## src/rtl/lcdtg_pkg.sv

```systemverilog
package lcdtg_pkg;
  // Position inside [start, start+width); a width of 0 is an empty window.
  function automatic logic in_span(input logic [15:0] pos,
                                   input logic [15:0] start,
                                   input logic [15:0] width);
    logic [16:0] stop;
    stop = {1'b0, start} + {1'b0, width};
    return ({1'b0, pos} >= {1'b0, start}) && ({1'b0, pos} < stop);
  endfunction

  // True when cnt is the final step of a cycle of length total.
  function automatic logic at_last(input logic [15:0] cnt,
                                   input logic [15:0] total);
    return (cnt == total - 16'd1);
  endfunction
endpackage

```

## src/rtl/lcdtg_cfg_hold.sv

```systemverilog
module lcdtg_cfg_hold #(
  parameter int W = 8
) (
  input  logic         clk,
  input  logic         rst_n,
  input  logic         capture,
  input  logic [W-1:0] d,
  output logic [W-1:0] q
);
  always_ff @(posedge clk or negedge rst_n) begin
    if (!rst_n)       q <= '0;
    else if (capture) q <= d;
  end

  // no capture on the previous edge means the held value is unchanged
  p_cfg_frozen_r9: assert property (@(posedge clk) disable iff (!rst_n)
    !$past(capture) |-> $stable(q));
endmodule

```

## src/rtl/lcdtg_hcount.sv

```systemverilog
module lcdtg_hcount
  import lcdtg_pkg::*;
#(
  parameter int CH_W = 8
) (
  input  logic            clk,
  input  logic            rst_n,
  input  logic            run,
  input  logic            running,
  input  logic [CH_W-1:0] htotal,
  output logic [2:0]      sub,
  output logic [CH_W-1:0] hch,
  output logic            line_step
);
  logic advance;
  logic char_done;
  assign advance   = run && running;
  assign char_done = (sub == 3'd7);
  assign line_step = advance && char_done && at_last(16'(hch), 16'(htotal));

  always_ff @(posedge clk or negedge rst_n) begin
    if (!rst_n) begin
      sub <= '0;
      hch <= '0;
    end else if (!run) begin
      sub <= '0;
      hch <= '0;
    end else if (advance) begin
      sub <= sub + 3'd1;
      if (char_done) hch <= line_step ? '0 : hch + 1'b1;
    end
  end

  p_sub_step_r2: assert property (@(posedge clk) disable iff (!rst_n)
    (advance && !char_done) |=> (sub == $past(sub) + 3'd1));
  p_sub_wrap_r2: assert property (@(posedge clk) disable iff (!rst_n)
    (advance && char_done) |=> (sub == 3'd0));
  p_hch_range_r2: assert property (@(posedge clk) disable iff (!rst_n)
    (running && htotal != '0) |-> (hch < htotal));
endmodule

```

## src/rtl/lcdtg_vcount.sv

```systemverilog
module lcdtg_vcount
  import lcdtg_pkg::*;
#(
  parameter int LN_W = 11
) (
  input  logic            clk,
  input  logic            rst_n,
  input  logic            run,
  input  logic            line_step,
  input  logic [LN_W-1:0] vtotal,
  output logic [LN_W-1:0] vln
);
  always_ff @(posedge clk or negedge rst_n) begin
    if (!rst_n)         vln <= '0;
    else if (!run)      vln <= '0;
    else if (line_step) vln <= at_last(16'(vln), 16'(vtotal)) ? '0 : vln + 1'b1;
  end

  p_line_range_r2: assert property (@(posedge clk) disable iff (!rst_n)
    (vtotal != '0 && $past(vtotal) == vtotal) |-> (vln < vtotal));
endmodule

```

## src/rtl/lcdtg_top.sv

```systemverilog
module lcdtg_top
  import lcdtg_pkg::*;
#(
  parameter int CH_W = 8,
  parameter int LN_W = 11
) (
  input  logic            clk,
  input  logic            rst_n,
  input  logic            run,
  input  logic [CH_W-1:0] cfg_htotal,
  input  logic [CH_W-1:0] cfg_hactive,
  input  logic [CH_W-1:0] cfg_hsync_start,
  input  logic [CH_W-1:0] cfg_hsync_width,
  input  logic [LN_W-1:0] cfg_vtotal,
  input  logic [LN_W-1:0] cfg_vactive,
  input  logic [LN_W-1:0] cfg_vsync_start,
  input  logic [LN_W-1:0] cfg_vsync_width,
  input  logic            cfg_hsync_low,
  input  logic            cfg_vsync_low,
  input  logic            cfg_de_invert,
  input  logic            cfg_dotref_invert,
  output logic            hsync,
  output logic            vsync,
  output logic            de,
  output logic            dot_ref,
  output logic [CH_W+2:0] pix_x,
  output logic [LN_W-1:0] line_y,
  output logic            frame_start,
  output logic            frame_end
);
  localparam int CFG_W = 4 * CH_W + 4 * LN_W + 4;

  logic             running;
  logic [CFG_W-1:0] cfg_d, cfg_q;
  logic [CH_W-1:0]  htot, hact, hs_pos, hs_wid;
  logic [LN_W-1:0]  vtot, vact, vs_pos, vs_wid;
  logic             hs_lo, vs_lo, de_inv, dr_inv;
  logic [2:0]       sub;
  logic [CH_W-1:0]  hch;
  logic [LN_W-1:0]  vln;
  logic             line_step;

  // Named internal events
  logic hs_act, vs_act, de_act, at_origin, after_last_px;

  assign cfg_d = {cfg_htotal, cfg_hactive, cfg_hsync_start, cfg_hsync_width,
                  cfg_vtotal, cfg_vactive, cfg_vsync_start, cfg_vsync_width,
                  cfg_hsync_low, cfg_vsync_low, cfg_de_invert, cfg_dotref_invert};

  lcdtg_cfg_hold #(.W(CFG_W)) cfg_i (
    .clk(clk), .rst_n(rst_n), .capture(!running), .d(cfg_d), .q(cfg_q));

  assign {htot, hact, hs_pos, hs_wid, vtot, vact, vs_pos, vs_wid,
          hs_lo, vs_lo, de_inv, dr_inv} = cfg_q;

  always_ff @(posedge clk or negedge rst_n) begin
    if (!rst_n) running <= 1'b0;
    else        running <= run;
  end

  lcdtg_hcount #(.CH_W(CH_W)) hcnt_i (
    .clk(clk), .rst_n(rst_n), .run(run), .running(running), .htotal(htot),
    .sub(sub), .hch(hch), .line_step(line_step));

  lcdtg_vcount #(.LN_W(LN_W)) vcnt_i (
    .clk(clk), .rst_n(rst_n), .run(run), .line_step(line_step),
    .vtotal(vtot), .vln(vln));

  assign hs_act        = running && in_span(16'(hch), 16'(hs_pos), 16'(hs_wid));
  assign vs_act        = running && in_span(16'(vln), 16'(vs_pos), 16'(vs_wid));
  assign de_act        = running && (hch < hact) && (vln < vact);
  assign at_origin     = running && (sub == 3'd0) && (hch == '0) && (vln == '0);
  assign after_last_px = running && (sub == 3'd0) && (hch == hact) &&
                         at_last(16'(vln), 16'(vact));

  assign hsync       = hs_act ^ hs_lo;
  assign vsync       = vs_act ^ vs_lo;
  assign de          = de_act ^ de_inv;
  assign dot_ref     = (running & sub[0]) ^ dr_inv;
  assign pix_x       = {hch, sub};
  assign line_y      = vln;
  assign frame_start = at_origin;
  assign frame_end   = after_last_px;

  p_idle_zero_r1: assert property (@(posedge clk) disable iff (!rst_n)
    !running |-> (pix_x == '0 && line_y == '0 && !frame_start && !frame_end));
  p_pulse_excl_r6: assert property (@(posedge clk) disable iff (!rst_n)
    $onehot0({frame_start, frame_end}));
  p_start_origin_r10: assert property (@(posedge clk) disable iff (!rst_n)
    (run && !running) |=> (pix_x == '0 && line_y == '0));
  p_de_region_r5: assert property (@(posedge clk) disable iff (!rst_n)
    de_act |-> (line_y < vact && pix_x < {hact, 3'b000}));
  p_fe_once_r6: assert property (@(posedge clk) disable iff (!rst_n)
    frame_end |=> !frame_end);
endmodule

```

## config.mk

```make
export PLATFORM = sky130hd
export DESIGN_NAME = lcdtg_top
export DESIGN_NICKNAME = d
export VERILOG_FILES = /design/src/rtl/lcdtg_pkg.sv /design/src/rtl/lcdtg_cfg_hold.sv /design/src/rtl/lcdtg_hcount.sv /design/src/rtl/lcdtg_vcount.sv /design/src/rtl/lcdtg_top.sv
export SDC_FILE = /design/constraint.sdc
export NUM_CORES = 1
export LEC_CHECK = 0
export ABC_AREA = 0
export BUFFER_PORTS_ARGS = -buffer_cell sky130_fd_sc_hd__buf_2
export CORE_AREA = 2 2 121 123
export DETAILED_ROUTE_END_ITERATION = 10
export DIE_AREA = 0 0 123 125
export HOLD_SLACK_MARGIN = 0.05
export PLACE_DENSITY = 0.86
export RECOVER_POWER = 25
export SYNTH_ARGS = -nofsm -noshare
export SYNTH_HDL_FRONTEND = slang
export SYNTH_SLANG_ARGS = --single-unit
```

## constraint.sdc

```tcl
create_clock -name clk -period 4.4 [get_ports clk]
set_input_delay 0.66 -clock clk [delete_from_list [all_inputs] [get_ports clk]]
set_output_delay 0.66 -clock clk [all_outputs]
set_load 0.01 [all_outputs]
```

; ---- Word-level counts from Yosys, hierarchy flattened
; Cells that the tools add are included.
[word_totals]
wordCells = 59
in_bits = 83
output_inout_bits = 28
reg_bits = 103
[classes]
order_cmp = 6
n_reduce_logical = 18
n_mux = 9
n_bitwise = 5
n_addsub = 8
n_eq_ne = 8
[ops]
columns = operator, n
row1 = $mux W11, 3
row2 = $eq A11 B16 Y1, 2
row3 = $mux W8, 4
row4 = $sub A11 B1 Y12 const B, 2
row5 = $eq A8 B16 Y1, 1
row6 = $logic_and A1 B1 Y1, 14
row7 = $add A11 B11 Y12, 1
row8 = $lt A11 B12 Y1, 1
row9 = $add A11 B1 Y11 const B, 1
row10 = $ge A11 B11 Y1, 1
row11 = $logic_not A11 Y1, 1
row12 = $lt A11 B11 Y1, 1
row13 = $add A8 B8 Y9, 1
row14 = $lt A8 B9 Y1, 1
row15 = $sub A8 B1 Y9 const B, 1
row16 = $add A8 B1 Y8 const B, 1
row17 = $eq A8 B8 Y1, 1
row18 = $ge A8 B8 Y1, 1
row19 = $logic_not A8 Y1, 1
row20 = $lt A8 B8 Y1, 1
row21 = $mux W3, 2
row22 = $ne A2 B1 Y1 const B, 3
row23 = $xor A1 B1 Y1, 4
row24 = $add A3 B1 Y3 const B, 1
row25 = 4 further kinds, 4

; ---- Depth between registers and ports, before layout
; Gate-level depths: netlist (run 1).
[depth]
depth_word = 7
mapped_depth = 15
ltp_nobuf = 15

; ---- Modules after synthesis
; Synthesis (run 1) repeated with hierarchy kept, for this count alone.
[hier_totals]
cells_unflattened = 714
area_unflattened_um2 = 7749.9
[by_module_without_submodules]
columns = mod, instances, area_each_um2, seq_area_each_um2, cells_each
row1 = lcdtg_cfg_hold, 1, 3374.5, 2001.9, 169
row2 = lcdtg_top, 1, 2496.1, 25.0, 332
row3 = lcdtg_vcount, 1, 1022.2, 275.3, 116
row4 = lcdtg_hcount, 1, 857.1, 275.3, 97

; ---- Worst setup path before layout (run 1)
; No wires, ideal clock.
[synth_path]
kind = reg2out
startpoint = register cfg_i.q[15]
endpoint = output port vsync
stages_incl_launch_ff = 15
path_buffers = 0
t_arrival_ps = 3643
required_ps = 3740
slack_ps = 97
path_cell_list = dfrtp_1 -> ha_1 -> fa_1 -> a21o_1 -> a21oi_1 -> nor2b_1 -> o21a_1 -> o41ai_1 -> a311oi_1 -> ha_1 -> or4_1 -> a2111oi_0 -> o21ai_0 -> a41oi_1 -> xor2_1
[synth_via]
elab_chain_len = 5
word_cells_on_any_way = 6
classes_between = add/sub: 1 / order compare: 2 / bitwise: 1 / reduce/logical: 2
[synth_lines]
columns = element, line_no
row1 = start: declaration, lcdtg_cfg_hold.sv:8  ; output logic [W-1:0] q
row2 = start signal: assignment, lcdtg_cfg_hold.sv:11  ; if (!rst_n) q <= '0;
row3 = start signal: assignment, lcdtg_cfg_hold.sv:12  ; else if (capture) q <= d;
row4 = $add A11 B11 Y12, lcdtg_pkg.sv:7  ; stop = {1'b0, start} + {1'b0, width};
row5 = $lt A11 B12 Y1, lcdtg_pkg.sv:8  ; return ({1'b0, pos} >= {1'b0, start}) && ({1'b0, pos} < stop);
row6 = $logic_and A1 B1 Y1 (*), lcdtg_pkg.sv:8
row7 = $logic_and A1 B1 Y1 (*), lcdtg_top.sv:70  ; assign vs_act = running && in_span(16'(vln), 16'(vs_pos), 16'(vs_wid));
row8 = $xor A1 B1 Y1 (*), lcdtg_top.sv:77  ; assign vsync = vs_act ^ vs_lo;
row9 = end: declaration, lcdtg_top.sv:23  ; output logic vsync,
; Mark *: on every way between the ends. The rest lies on a longest branch, timed or not.

; ---- Worst setup path in the final report (run 1)
[layout_path]
startpoint = register cfg_i.q[4]
endpoint = output port vsync
[layout_via]
elab_chain_len = 5
[layout_lines]
columns = element, line_no
row1 = $add A11 B11 Y12, lcdtg_pkg.sv:7
row2 = $lt A11 B12 Y1, lcdtg_pkg.sv:8
row3 = $logic_and A1 B1 Y1, lcdtg_pkg.sv:8
row4 = $logic_and A1 B1 Y1, lcdtg_top.sv:70
row5 = $xor A1 B1 Y1, lcdtg_top.sv:77
; Every way passes these cells.

==> metrics.md, run 1 <==
| Metric | Value |
|---|---|
| Status | `finished with violations` |
| Failing checks | `max-capacitance violations, max-slew violations, negative setup slack` |
| Leakage power | `0.00402 uW` |
| Cell Area, Synth | `7210 sq um` |
| Vias in the first global route | `5656` |
| Seq/Total Area, Yosys | `35.8%` |
| Vias per std cell | `5.63` |
| Period utilization | `102%` |
| Synth Net Count | `877` |
| CP Capture Type | `output port` |
| Die area | `15400 sq um` |
| Num rows | `44` |
| Initial Util | `50.7%` |
| CTS Hold Bufs | `0` |
| Maximum clock rate | `222 MHz` |
| DR pass1 iterations | `5` |
| CTS tree | `done` |
| Critical path arrival | `3.84 ns` |
| Largest net degree at the start of global routing | `69` |
| Layout cells sized above 1 | `28.7%` |
| Post-Route Skew | `0.0110 ns` |
| Longest Clk Path Bufs | `2` |
| Syn avg cell area | `10.2 sq um` |
| I/O pins | `111` |
| Multi-input combinational cell area | `4370 sq um` |
| Final worst slack | `-0.0984 ns` |
| Synth warn | `0` |
| CTS HTree Levels | `3` |
| Global Route Usage Sum | `21.7%` |
| Util after Layout | `58.4%` |
| Syn-to-layout area delta | `15.2%` |
| Final hold viol count | `0` |
| Most frequent CP cell | `ha_2` |
| Die X-Extent | `123 microns` |
| Port Buf Inserts | `110` |
| Worst-path clk slew | `0.07 ns` |
| Post-synth EDFFs | `0` |
| Slowest cell delay on critical path | `0.50 ns` |
| DR WL/cell | `16.0 microns` |
| RSZ-0062 raised after global routing | `yes` |
| Initial drt markers | `247` |
| Slew @ Worst Pin | `1.71 ns` |
| Register area | `2580 sq um` |
| Crit-path slowest cell | `or4_4` |
| Hold_ws | `0.507 ns` |
| Cts bufs inserted | `9` |
| Critical Path Fanout Max | `3` |
| Final GP Congestion | `0.909` |
| R2r setup slk | `1.33 ns` |
| Area of the core | `14200 sq um` |
| Worst VDD drop | `0.290 mV` |
| Final setup violation count | `1` |
| Post-synth ARST share | `100%` |
| DRC | `0` |
| Fin crit period | `4.50 ns` |
| Vias | `5646` |
| Pwr/cell area | `303 nW/um^2` |
| CTS root buf | `clkbuf_16` |
| Worst setup path category | `flop to output port` |
| Worst hold path depth | `1` |
| Post-DP HPWL | `12000 microns` |
| Die Ht | `125 microns` |
| Worst-path cell chain | `ha_2, fa_2, a21o_1, a21oi_2, nor2b_1, o21a_1, o41ai_2, buf_4, a311oi_1, ha_2, or4_4, a2111oi_4, o21ai_1, a41oi_2, xor2_1, buf_2` |
| Post-Syn Instances | `708` |
| Hold WC Path Type | `flop to flop` |
| Worst EP required | `3.74 ns` |
| Final WL | `16100 microns` |
| Seq cells post-synth | `103` |
| Max Cap Violations | `1` |
| Initial antenna violation count | `0` |
| Critical Path Source Type | `flop` |
| FF-to-FF path depth | `9` |
| First-pass GRT wire length | `26500 microns` |
| Clock sinks | `103` |
| Final nets | `983` |
| Clock Latency Late Sink | `0.36 ns` |
| Grt ovf | `0` |
| Ys flop type | `dfrtp_1` |
| Filler cell count | `1191` |
| Post-synthesis cell type count | `66` |
| Routed Antenna Nets | `0` |
| Slew Viols, Final | `69` |
| Max_slew headroom | `-13.9%` |
| Antenna cells | `0` |
## synth_stat cells (all sizes together), types with 2 or more instances
master,count,share of area (%)
a2111oi,3,0.45
a211oi,5,0.52
a21boi,4,0.47
a21o,13,1.4
a21oi,34,2.4
a311oi,3,0.61
a31oi,3,0.26
and2,4,0.35
and3,8,0.69
and4,2,0.24
buf,3,0.28
clkbuf,18,0.95
dfrtp,103,36
fa,2,0.56
ha,84,15
inv,63,3.3
mux2,81,13
mux2i,2,0.28
nand2,21,1.1
nand2b,8,0.69
nand3,26,1.8
nand3b,4,0.42
nand4,9,0.78
nor2,34,1.8
nor2b,9,0.78
nor3,16,1.3
nor3b,5,0.52
nor4,9,0.87
o2111ai,3,0.36
o211ai,3,0.31
o21a,6,0.63
o21ai,26,1.8
o22ai,2,0.17
o31ai,3,0.31
o41ai,3,0.36
or2,4,0.35
or3,2,0.17
or4,4,0.47
xnor2,30,3.6
xor2,30,3.6
## metrics by stage
step	power (uW)	std cells	cell area (sq um)	TNS [ns]	worst slack (ns)
6_report	2510	1002	8300	-0.0984	-0.0984
5_1_grt	2660	1002	8300	-0.289	-0.289
4_1_cts	2530	1002	8290	-0.139	-0.139
3_5_place_dp	1720	986	7940	-0.0861	-0.0861
3_3_place_gp	1690	986	7940	0	0.0868
2_1_floorplan	1540	708	7210	0	0.0966
## where the power goes
part | switching [uW] | leakage (uW) | internal [uW]
Clock | 340 | 0.000141 | 451
Combinational | 309 | 0.00263 | 312
Sequential | 76.9 | 0.00125 | 1020
Total | 725 | 0.00402 | 1790
## worst max-delay path, delay by kind of cell, from the launching register on
kind,cells,cell delay [ns]
fa+ha+maj,3,0.76
simple gates,2,0.56
xor+xnor,1,0.15
flops,1,0.38
compound gates,8,1.31
buf+inv,2,0.31
## cells by family (layout without fill, tap and decap cells)
group	after synthesis	count (layout)	synth area share, %
xor gates and xnor gates	60	60	7.29
buffers and inverters	84	194	4.51
adders and majority gates	86	86	15.1
muxes	83	83	12.9
AOI/OAI and AO/OA	122	122	11.4
DFF	103	103	35.8
and+or+nand+nor	170	170	13.0
## final timing paths
path                        startpoint             to
min in group asynchronous        rst_n    cfg_i.q[33]
setup / recovery            cfg_i.q[4]          vsync
setup reg to reg           cfg_i.q[72]  vcnt_i.vln[4]
hold reg to reg            cfg_i.q[68]    cfg_i.q[68]
max in group asynchronous        rst_n    cfg_i.q[75]
hold / removal             cfg_i.q[68]    cfg_i.q[68]
## final cells by class
| class | instances | area share, % |
|---|---|---|
| Sequential cell | 103 | 31.1 |
| Multi-Input combinational cell | 521 | 52.6 |
| Clock buffer | 11 | 2.92 |
| Timing Repair Buffer | 116 | 7.16 |
| Tap cell | 184 | 2.77 |
| Inverter | 63 | 2.85 |
| Clock inverter | 4 | 0.573 |
## what timing repair did
action | CTS | global route
pin swaps | 2 | 3
setup endpoints to repair | 1 | 2
resized for setup | 11 | 6
buffers inserted | 1 | 0
## placed cells by master, fill, tap and decap left out, drive strengths merged, types with 4 or more instances in the layout
| master | netlist | final |
|---|---|---|
| and2 | 4 | 4 |
| xnor2 | 30 | 30 |
| mux2 | 81 | 81 |
| buf | 3 | 114 |
| or4 | 4 | 4 |
| a21oi | 34 | 34 |
| nor3 | 16 | 16 |
| inv | 63 | 63 |
| clkbuf | 18 | 13 |
| ha | 84 | 84 |
| a211oi | 5 | 5 |
| nor4 | 9 | 9 |
| dfrtp | 103 | 103 |
| nand3b | 4 | 4 |
| o21a | 6 | 6 |
| nor2 | 34 | 34 |
| xor2 | 30 | 30 |
| a21boi | 4 | 4 |
| nand3 | 26 | 26 |
| and3 | 8 | 8 |
| nand2 | 21 | 21 |
| nand2b | 8 | 8 |
| or2 | 4 | 4 |
| o21ai | 26 | 26 |
| a21o | 13 | 13 |
| nor2b | 9 | 9 |
| nand4 | 9 | 9 |
| nor3b | 5 | 5 |
## state kept, by name, summed over array words and instances (netlist names)
signal	flops
hcnt_i.hch	8
running	1
hcnt_i.sub	3
vcnt_i.vln	11
cfg_i.q	80
## layer usage
layer,wire length (microns),GRT usage (%),part of all wire [%]
met1,6780,26.2,42
met2,8070,38.2,50
met3,948,4.61,5.9
met4,261,6.75,1.6
met5,0,0,0
(Power assumes the default switching activity.)
==> run 2: changes to the inputs <==
- CORE_AREA: 2 2 121 123 -> 2 2 124 126
- DIE_AREA: 0 0 123 125 -> 0 0 126 128
- PLACE_DENSITY: 0.86 -> 0.87
- SYNTH_HIERARCHICAL: unset -> 1
==> run 2 against run 1 <==
  * The run ends with max-capacitance violations, max-slew violations left
  * Synthesized area is 7.6% higher
  * Sequential power hardly changed
  * Sequential share of layout area is 1.5 points lower
  * First-iteration DRC count is 41% higher
  * Via count is 4.1% higher
  * Register-to-register slack better by 0.09 ns
  * Cell count is 1.6% higher
  * Highest routed layer unchanged
==> metrics.md, run 2 <==
| Metric | Value |
|---|---|
| Die area | `16100 sq um` |
| Seq cells post-synth | `103` |
| Critical path arrival | `3.63 ns` |
| DRC | `0` |
| Initial Util | `52.1%` |
| Filler cell count | `1241` |
| List of most frequent post-synthesis cells | `dfrtp_1 (103), ha_1 (81), mux2_4 (80), inv_1 (54), nand2_1 (40)` |
| DR pass1 iterations | `5` |
| Area of the core | `14900 sq um` |
| CTS tree | `done` |
| Status | `finished with violations` |
| First-pass GRT wire length | `28800 microns` |
| Final worst slack | `0.108 ns` |
| Post-synthesis cell type count | `65` |
| Ys flop type | `dfrtp_1` |
| Post-synth ARST share | `100%` |
| Register with the most flip-flops | `cfg_i/q` |
| Pwr/cell area | `311 nW/um^2` |
| Die Ht | `128 microns` |
| Vias in the first global route | `5883` |
| Worst setup path category | `flop to output port` |
| Initial drt markers | `348` |
| Period utilization | `97.5%` |
| Post-synth top area share | `33.3%` |
| Routed wire length on met2 | `8690 microns` |
| Min-delay src | `cfg_vsync_width[3]` |
| Failing checks | `max-capacitance violations, max-slew violations` |
| Maximum clock rate | `233 MHz` |
| Final setup violation count | `0` |
| Final hold viol count | `0` |
| WP buf/inv | `1` |
| Slowest cell delay on critical path | `0.41 ns` |
| Post-Route Skew | `0.00782 ns` |
| FF-to-FF path depth | `10` |
| CTS Hold Bufs | `0` |
| Die X-Extent | `126 microns` |
| Worst-path clk slew | `0.08 ns` |
| Met1 Wirelength | `7710 microns` |
| Clock sinks | `103` |
| DR WL/cell | `17.2 microns` |
| Routed Antenna Nets | `0` |
| Seq/Total Area, Yosys | `33.3%` |
| Critical Path Fanout Max | `3` |
| Hold WC Path Type | `input pin to flop` |
| Num rows | `45` |
| Number of flip-flops in the largest register | `80` |
| Worst-path cell chain | `ha_2, fa_2, a21o_1, a21oi_2, o211ai_1, a31o_2, a21oi_2, xor2_1, ha_1, o21ai_0, a221oi_1, o21ai_1, o211ai_1, xnor2_1, buf_2` |
| R2r setup slk | `1.42 ns` |
| Commonest non-fill, non-tap cells in the layout | `buf_2 (108), dfrtp_1 (103), ha_1 (80), mux2_4 (80), inv_1 (54)` |
| Top-count cell post-synth | `dfrtp_1` |
| Largest net degree at the start of global routing | `76` |
| Clock Latency Late Sink | `0.36 ns` |
| Pre-CTS setup slack | `0.258 ns` |
| Synth area leader | `dfrtp_1` |
| Worst EP required | `3.74 ns` |
| Fin crit period | `4.29 ns` |
| Worst Hold Endpoint | `cfg_i/q[7]` |
| Grt ovf | `0` |
| Post-synth EDFFs | `0` |
| Slew Viols, Final | `76` |
| Leakage power | `0.00434 uW` |
| Longest Clk Path Bufs | `2` |
| CTS root buf | `clkbuf_16` |
| Post-Syn Instances | `714` |
| Final GP Congestion | `0.866` |
| Uppermost routed layer | `met4` |
| Initial antenna violation count | `0` |
| Port Buf Inserts | `110` |
| Syn avg cell area | `10.9 sq um` |
| Final nets | `991` |
| Vias per std cell | `5.77` |
| Crit-path slowest cell | `dfrtp_1` |
| Layout cells sized above 1 | `28.3%` |
| Worst VDD drop | `0.224 mV` |
| Worst hold path depth | `2` |
| Ranking of synthesized cells by area | `dfrtp_1 (33%), mux2_4 (15%), ha_1 (13%)` |
| Syn-to-layout area delta | `12.3%` |
| Post-DP HPWL | `12600 microns` |
| Top Registers | `cfg_i/q (80), vcnt_i/vln (11), hcnt_i/hch (8)` |
| CTS HTree Levels | `3` |
| Top delay family on crit path | `compound AO/OA/AOI/OAI gates` |
| Global Route Usage Sum | `22.2%` |
| Cts bufs inserted | `9` |
| Cell Area, Synth | `7750 sq um` |
| Synth warn | `6` |
| Commonest non-fill, non-tap cell in the layout | `buf_2` |
| I/O pins | `111` |
| Hold_ws | `0.521 ns` |
| Vias | `5878` |
| Final WL | `17500 microns` |
| Reg-to-Reg End | `vcnt_i/vln[5]` |
| Max_slew headroom | `-26.4%` |
| Antenna cells | `0` |
| Slew @ Worst Pin | `1.90 ns` |
| Max Cap Violations | `1` |
| R2r startpoint | `hcnt_i/sub[0]` |
| CP Capture Type | `output port` |
| Critical Path Source Type | `flop` |
| Synth Net Count | `880` |
| WL met3 | `803 microns` |
==> run 2: logic make-up after synthesis <==
| family | share of synthesized area [%] |
|---|---|
| and+or+nand+nor | 12.3 |
| DFF | 33.3 |
| xor gates and xnor gates | 7.68 |
| buffers and inverters | 5.51 |
| muxes | 16.1 |
| AOI/OAI and AO/OA | 11.5 |
| adders and majority gates | 13.6 |
==> run 2: power by group <==
part | leakage [uW] | switching (uW) | internal [uW]
clock network | 0.000153 | 401 | 456
logic | 0.00294 | 352 | 374
registers | 0.00125 | 99.8 | 1020
total | 0.00434 | 853 | 1850
==> run 2: worst max-delay path by stage <==
stage / startpoint / endpoint / slack (ns) / cells past startpoint
global route: cfg_i/q[15] / vsync / -0.03 / 15
floorplan: cfg_i/q[15] / vsync / 0.66 / 14
detailed placement: cfg_i/q[15] / vsync / 0.26 / 15
CTS: cfg_i/q[15] / vsync / 0.001 / 15
finish: cfg_i/q[15] / vsync / 0.11 / 15
global placement: cfg_i/q[15] / vsync / 0.46 / 15
==> run 2: layer usage <==
layer  track usage [%]  vias up
met5                 0        -
met1              28.8     2857
met3              3.88       35
met4              7.69        0
met2              37.7      168
li1                  -     2818
==> run 2: area by class of cell <==
cell class | instances | area (sq um) | share of cell area, %
clock inverters | 7 | 90.1 | 1.04
repair buffers | 117 | 602 | 6.91
multi-input cells | 539 | 4760 | 54.7
clock buffers | 9 | 225 | 2.59
inverters | 55 | 209 | 2.40
well taps | 188 | 235 | 2.70
flip-flops and latches | 103 | 2580 | 29.6
==> run 2: what timing repair did <==
item | CTS | global route
gates resized for setup | 2 | 5
hold endpoints to repair | 0 | 0
buffers inserted | 0 | 3
endpoints found under the setup margin | 1 | 1
pin swaps | 0 | 4
==> run 2: stage by stage <==
step | setup TNS (ns) | utilization, % | total power [uW] | std cells | instance area (sq um)
global route | -0.0344 | 58.6 | 2860 | 1018 | 8700
finish | 0 | 58.6 | 2710 | 1018 | 8700
CTS | 0 | 58.3 | 2710 | 1015 | 8670
detailed placement | 0 | 56.2 | 1840 | 999 | 8350
global placement | 0 | 56.2 | 1800 | 999 | 8350
floorplan | 0 | - | 1660 | 714 | 7750
